$ cat src/rtl/spi_wm_pkg.sv
package spi_wm_pkg;
    localparam int A_CTL   = 'h008;
    localparam int A_EN    = 'h010;
    localparam int A_STAT  = 'h014;
    localparam int A_FCTL  = 'h018;
    localparam int A_FSTAT = 'h01C;
    localparam int A_BURST = 'h030;
    localparam int A_XMIT  = 'h034;
    localparam int A_TXD   = 'h200;
    localparam int A_RXD   = 'h300;
    localparam int CNT_W   = 24;

    // status index i lives at register bit 4*i: rx ready, tx request, overflow, done
    function automatic logic [31:0] spread(input logic [3:0] v);
        logic [31:0] r;
        r = '0;
        for (int i = 0; i < 4; i++) r[4*i] = v[i];
        return r;
    endfunction

    function automatic logic [3:0] gather(input logic [31:0] w);
        return {w[12], w[8], w[4], w[0]};
    endfunction
endpackage

$ cat src/rtl/spi_wm_fifo.sv
module spi_wm_fifo #(
    parameter int W     = 8,
    parameter int DEPTH = 128
) (
    input  logic                         clk,
    input  logic                         rst_n,
    input  logic                         flush,
    input  logic                         push,
    input  logic [W-1:0]                 din,
    input  logic                         pop,
    output logic [W-1:0]                 dout,
    output logic [$clog2(DEPTH+1)-1:0]   count,
    output logic                         full,
    output logic                         empty
);
    localparam int AW = $clog2(DEPTH);
    localparam int CW = $clog2(DEPTH + 1);

    typedef struct packed {
        logic [AW-1:0] wp;
        logic [AW-1:0] rp;
        logic [CW-1:0] cnt;
    } fifo_st_t;

    fifo_st_t q, d;
    logic [W-1:0] mem [DEPTH];
    logic do_push, do_pop;

    assign full    = (q.cnt == CW'(DEPTH));
    assign empty   = (q.cnt == '0);
    assign do_push = push && !full && !flush;
    assign do_pop  = pop && !empty && !flush;
    assign dout    = mem[q.rp];
    assign count   = q.cnt;

    always_comb begin
        d = q;
        if (flush) begin
            d = '0;
        end else begin
            if (do_push) d.wp = (q.wp == AW'(DEPTH - 1)) ? '0 : q.wp + 1'b1;
            if (do_pop)  d.rp = (q.rp == AW'(DEPTH - 1)) ? '0 : q.rp + 1'b1;
            if (do_push && !do_pop)      d.cnt = q.cnt + 1'b1;
            else if (do_pop && !do_push) d.cnt = q.cnt - 1'b1;
        end
    end

    always_ff @(posedge clk or negedge rst_n) begin
        if (!rst_n) q <= '0;
        else        q <= d;
    end

    always_ff @(posedge clk) begin
        if (do_push) mem[q.wp] <= din;
    end
endmodule

$ cat src/rtl/spi_wm_shift.sv
module spi_wm_shift #(
    parameter int DIV = 2
) (
    input  logic       clk,
    input  logic       rst_n,
    input  logic       load,
    input  logic [7:0] tx_byte,
    input  logic       miso,
    output logic       sclk,
    output logic       mosi,
    output logic       busy,
    output logic       done,
    output logic [7:0] rx_byte
);
    localparam int DW = (DIV > 1) ? $clog2(DIV) : 1;

    typedef struct packed {
        logic          active;
        logic          sclk;
        logic          done;
        logic [2:0]    bits;
        logic [DW-1:0] div;
        logic [7:0]    tx;
        logic [7:0]    rx;
    } sh_st_t;

    sh_st_t q, d;

    always_comb begin
        d      = q;
        d.done = 1'b0;
        if (!q.active) begin
            if (load) begin
                d.active = 1'b1;
                d.tx     = tx_byte;
                d.div    = '0;
                d.bits   = '0;
                d.sclk   = 1'b0;
            end
        end else if (q.div == DW'(DIV - 1)) begin
            d.div = '0;
            if (!q.sclk) begin
                d.sclk = 1'b1;
                d.rx   = {q.rx[6:0], miso};
            end else begin
                d.sclk = 1'b0;
                d.tx   = {q.tx[6:0], 1'b0};
                d.bits = q.bits + 1'b1;
                if (q.bits == 3'd7) begin
                    d.active = 1'b0;
                    d.done   = 1'b1;
                end
            end
        end else begin
            d.div = q.div + 1'b1;
        end
    end

    always_ff @(posedge clk or negedge rst_n) begin
        if (!rst_n) q <= '0;
        else        q <= d;
    end

    assign sclk    = q.sclk;
    assign mosi    = q.tx[7];
    assign busy    = q.active;
    assign done    = q.done;
    assign rx_byte = q.rx;
endmodule

$ cat src/rtl/spi_wm_master.sv
module spi_wm_master
    import spi_wm_pkg::*;
#(
    parameter int FIFO_DEPTH = 128,
    parameter int CLK_DIV    = 2,
    parameter int ADDR_W     = 12
) (
    input  logic              clk,
    input  logic              rst_n,
    input  logic              bus_sel,
    input  logic              bus_we,
    input  logic [ADDR_W-1:0] bus_addr,
    input  logic [31:0]       bus_wdata,
    output logic [31:0]       bus_rdata,
    output logic              irq,
    output logic              spi_sclk,
    output logic              spi_mosi,
    input  logic              spi_miso,
    output logic [3:0]        spi_cs_n
);
    localparam int CW = $clog2(FIFO_DEPTH + 1);

    typedef struct packed {
        logic             busy;
        logic             inflight;
        logic [1:0]       cs_sel;
        logic [3:0]       en;
        logic [3:0]       stat;
        logic [7:0]       rx_trig;
        logic [7:0]       tx_trig;
        logic [CNT_W-1:0] burst;
        logic [CNT_W-1:0] xmit;
    } ctl_st_t;

    ctl_st_t q, d;

    logic wr_en, rd_en;
    logic tx_push, tx_pop, tx_flush, tx_full, tx_empty;
    logic rx_pop, rx_flush, rx_full, rx_empty;
    logic [7:0] tx_dout, rx_dout, sh_tx, sh_rx;
    logic [CW-1:0] tx_cnt, rx_cnt;
    logic sh_load, sh_busy, sh_done, eng_done, xfer_busy;
    logic [3:0] clr, set, stat_now;

    assign wr_en    = bus_sel && bus_we;
    assign rd_en    = bus_sel && !bus_we;
    assign tx_push  = wr_en && (bus_addr == ADDR_W'(A_TXD));
    assign rx_pop   = rd_en && (bus_addr == ADDR_W'(A_RXD));
    assign tx_flush = wr_en && (bus_addr == ADDR_W'(A_FCTL)) && bus_wdata[31];
    assign rx_flush = wr_en && (bus_addr == ADDR_W'(A_FCTL)) && bus_wdata[15];
    assign sh_tx    = (q.xmit != '0) ? tx_dout : 8'h00;

    spi_wm_fifo #(.W(8), .DEPTH(FIFO_DEPTH)) u_txf (
        .clk(clk), .rst_n(rst_n), .flush(tx_flush), .push(tx_push), .din(bus_wdata[7:0]),
        .pop(tx_pop), .dout(tx_dout), .count(tx_cnt), .full(tx_full), .empty(tx_empty));

    spi_wm_fifo #(.W(8), .DEPTH(FIFO_DEPTH)) u_rxf (
        .clk(clk), .rst_n(rst_n), .flush(rx_flush), .push(sh_done), .din(sh_rx),
        .pop(rx_pop), .dout(rx_dout), .count(rx_cnt), .full(rx_full), .empty(rx_empty));

    spi_wm_shift #(.DIV(CLK_DIV)) u_shift (
        .clk(clk), .rst_n(rst_n), .load(sh_load), .tx_byte(sh_tx), .miso(spi_miso),
        .sclk(spi_sclk), .mosi(spi_mosi), .busy(sh_busy), .done(sh_done), .rx_byte(sh_rx));

    always_comb begin
        d        = q;
        clr      = '0;
        tx_pop   = 1'b0;
        sh_load  = 1'b0;
        eng_done = 1'b0;

        if (wr_en) begin
            unique case (bus_addr)
                ADDR_W'(A_CTL): if (!q.busy) begin
                    d.cs_sel = bus_wdata[1:0];
                    d.busy   = bus_wdata[31];
                end
                ADDR_W'(A_EN):   d.en = gather(bus_wdata);
                ADDR_W'(A_STAT): clr  = gather(bus_wdata);
                ADDR_W'(A_FCTL): begin
                    d.rx_trig = bus_wdata[7:0];
                    d.tx_trig = bus_wdata[23:16];
                end
                ADDR_W'(A_BURST): if (!q.busy) d.burst = bus_wdata[CNT_W-1:0];
                ADDR_W'(A_XMIT):  if (!q.busy) d.xmit  = bus_wdata[CNT_W-1:0];
                default: ;
            endcase
        end

        if (sh_done) begin
            d.inflight = 1'b0;
            d.burst    = q.burst - 1'b1;
        end

        if (q.busy && !q.inflight) begin
            if (q.burst == '0) begin
                d.busy   = 1'b0;
                eng_done = 1'b1;
            end else if (q.xmit == '0) begin
                sh_load    = 1'b1;
                d.inflight = 1'b1;
            end else if (!tx_empty) begin
                sh_load    = 1'b1;
                tx_pop     = 1'b1;
                d.inflight = 1'b1;
                d.xmit     = q.xmit - 1'b1;
            end
        end

        set[0] = (rx_cnt != '0) && (32'(rx_cnt) >= 32'(q.rx_trig));
        set[1] = 32'(tx_cnt) <= 32'(q.tx_trig);
        set[2] = sh_done && rx_full;
        set[3] = eng_done;
        d.stat = (q.stat & ~clr) | set;
    end

    always_ff @(posedge clk or negedge rst_n) begin
        if (!rst_n) q <= '0;
        else        q <= d;
    end

    always_comb begin
        unique case (bus_addr)
            ADDR_W'(A_CTL):   bus_rdata = {q.busy, 29'b0, q.cs_sel};
            ADDR_W'(A_EN):    bus_rdata = spread(q.en);
            ADDR_W'(A_STAT):  bus_rdata = spread(q.stat);
            ADDR_W'(A_FCTL):  bus_rdata = {8'b0, q.tx_trig, 8'b0, q.rx_trig};
            ADDR_W'(A_FSTAT): bus_rdata = {8'b0, 8'(tx_cnt), 8'b0, 8'(rx_cnt)};
            ADDR_W'(A_BURST): bus_rdata = 32'(q.burst);
            ADDR_W'(A_XMIT):  bus_rdata = 32'(q.xmit);
            ADDR_W'(A_RXD):   bus_rdata = {24'b0, rx_dout};
            default:          bus_rdata = '0;
        endcase
    end

    assign xfer_busy = q.busy;
    assign stat_now  = q.stat;
    assign irq       = |(q.stat & q.en);
    assign spi_cs_n  = q.busy ? ~(4'b0001 << q.cs_sel) : 4'hF;
endmodule

$ cat config.mk
export PLATFORM = sky130hd
export DESIGN_NAME = spi_wm_master
export DESIGN_NICKNAME = d
export VERILOG_FILES = /design/src/rtl/spi_wm_pkg.sv /design/src/rtl/spi_wm_fifo.sv /design/src/rtl/spi_wm_shift.sv /design/src/rtl/spi_wm_master.sv
export SDC_FILE = /design/constraint.sdc
export NUM_CORES = 2
export LEC_CHECK = 0
export BUFFER_PORTS_ARGS = -buffer_cell sky130_fd_sc_hd__buf_2
export CORE_MARGIN = 2
export CORE_UTILIZATION = 40
export CTS_CLUSTER_DIAMETER = 150
export CTS_CLUSTER_SIZE = 28
export DETAILED_ROUTE_END_ITERATION = 12
export PLACE_DENSITY = 0.59
export SLEW_MARGIN = 20
export SYNTH_ARGS = -nofsm -noshare
export SYNTH_HDL_FRONTEND = slang
export SYNTH_HIERARCHICAL = 1
export SYNTH_SLANG_ARGS = --single-unit
$ cat constraint.sdc
create_clock -name clk -period 4.1 [get_ports clk]
set_input_delay 0.205 -clock clk [delete_from_list [all_inputs] [get_ports clk]]
set_output_delay 0.205 -clock clk [all_outputs]
set_load 0.01 [all_outputs]
==> results.toml <==
[floorplan]
die_x_um = 474.4
core-area_um2 = 219700
die_area_um2 = 225100
rows = 172
ios = 88
die_y_um = 474.4
initial_utilization_pct = 40.28

[grt]
grt_max_degree = 104
grt_pass1_wl_um = 315800
grt-ovfl-total = 0
grtUsageTotal_pct = 18.96
grt_antenna_before_repair = 4
grt_pass1_vias = 46070

[layout]
fin_area_um2 = 98040
fillCellCount = 18750
drive_above_1_share_pct = 23.60
final_util_pct = 44.62
final_cell_mix = "edfxtp_1 (2048), mux4_2 (369), nor2_1 (362)"
multi_input_area_um2 = 22210
final_cells = 8136
ff_latch_area_um2 = 65120
area_growth_pct = 10.77
final_nets = 5199
final_common_cell = "edfxtp_1"

[placed_design]
dpl.cell_count = 7914
place_area_um2 = 94170
dp_slack_ps = -388.0
port_buffers = 73
globalplace.congestion = 0.8568
dp_hpwl_um = 138700

[power]
p_per_area_nw_per_um2 = 374.8
p_sw_w = 0.007595
intPower_w = 0.02915
power_leakage_nw = 31.52
swShare_pct = 20.67
p_seq_share_pct = 67.0
pwr-share-clk_pct = 29.6
power_frac_comb_pct = 3.4
vdd_drop_max_mv = 0.4150

[route]
via_per_inst = 5.746
avgRoutedWirePerCell_um = 26.50
drt_iter0_markers = 5079
firstDrtPassIters = 6
num_vias = 46750
routed_wl_um = 215600
drc = 0
postRouteAntennaNets = 0

[status]
violations = "negative setup slack"
run_status = "complete, but fails checks"

[clock_tree]
cts_tree = "done"
clockBufferDepth = 3
cts_made_buffers = 88
cts.clk_slew.worst_paths_ps = 120
cts_root_buffer = "clkbuf_16"
h-tree-depth = 3
clock-sinks = 2191
clk_latency_ps = 810

[synthesis]
syn_inst = 4836
avgSynthCellArea_um2 = 18.30
yosysWarnings = 6
synth_area_um2 = 88510

[critical_path]
cp_data_arrival_time_ps = 3970
start_kind = "flop"
crit_fanout = 8
crit_required_ps = 3890
reg2reg_depth = 15
reg2reg_slack_ps = 280
endpoint_kind = "primary output"
crit_type = "reg2out"

[sta]
rsz0062_at_grt = "yes"
clock.fmax_mhz = 239.8
finalCriticalPeriod_ps = 4171
hold_violations = 0
finClkSkew_ps = 56.73
finalWorstSetupSlack_ps = -70.83
maxSlewViolCount = 0
finalCritPeriodShare_pct = 101.7
worstMarginPinSlew_ps = 1046
setup_viol = 5
maxSlewHeadroom_pct = 29.61

[flow_run]
drv_cap = 0

[hold_path]
hp-class = "in2async"
## sequential cells by signal, indices dropped and copies added (netlist names)
| name | cells |
|---|---|
| u_shift/q | 11 |
| u_txf/count | 8 |
| u_rxf/mem | 1024 |
| u_rxf/count | 8 |
| u_txf/mem | 1024 |
| u_shift/sclk | 1 |
| q | 71 |
| u_shift/mosi | 1 |
| u_shift/busy | 1 |
| u_rxf/q | 14 |
| u_txf/q | 14 |
| u_shift/done | 1 |
| stat_now | 4 |
| xfer_busy | 1 |
| u_shift/rx_byte | 8 |
## power groups by stage
stage                     Sequential (W)  Clock [W]  Combinational (W)
after floorplan                   0.0250          0           0.000740
after global placement            0.0251          0            0.00123
after detailed placement          0.0251          0            0.00125
after CTS                         0.0246     0.0112            0.00128
after global routing              0.0246     0.0119            0.00135
final                             0.0246     0.0109            0.00125
## worst max-delay path, stage by stage (launching register included)
cell and delay (ps):
dfrtp_4 560, buf_12 180, buf_16 150, buf_4 130, buf_4 120, mux4_2 410
a22o_1 290, a221oi_2 220, o22ai_2 150, nor3_2 170, buf_4 170, o221ai_2 110
a22oi_1 170, nand3_1 150, buf_2 200
## cell type report
type,instances,area share (%)
multi-input combinational,2289,22.65
sequential,2191,66.42
clock inverter,7,0.1046
tap,2958,3.775
timing repair buffer,498,4.359
clock buffer,151,2.531
inverter,41,0.1570
antenna,1,0.002552
## worst paths after layout
path	from	endpoint
worst max-delay path	u_rxf/q[8]	bus_rdata[7]
worst min-delay path	rst_n	q[9]
worst max register to register	q[7]	u_txf/count[7]
worst min register to register	q[74]	q[74]
max in group asynchronous	rst_n	u_txf/q[10]
min in group clk	bus_wdata[4]	q[60]
## layer usage
layer  wire, um  part of all wire (%)  vias to the layer above  GRT usage [%]
li1           -                     -                    20130              -
met1      93980                    44                    24970          27.28
met2     104700                    49                     1435          30.96
met3      12770                   5.9                      216          2.449
met4       4089                   1.9                        4          4.021
met5         25                 0.012                        -              0
## stage by stage
step	setup TNS, ps	hold slack (ps)	power [W]
final	-265.6	40.67	0.03675
after global routing	-1469	71.89	0.03791
after CTS	-552.2	12.79	0.03710
after detailed placement	-714.1	400.1	0.02638
after floorplan	0	-90.59	0.02573
after global placement	-699.9	395.9	0.02635
## timing repair
action                                 4_1_cts  5_1_grt
endpoints found under the hold margin      265        0
gates resized for setup                     84       11
gates cloned                                 5        0
pin swaps                                   37        6
setup endpoints to repair                    8       10
hold buffers                                28        0
buffers inserted                            23        7
No activity file was read; power rests on OpenSTA's default activity.
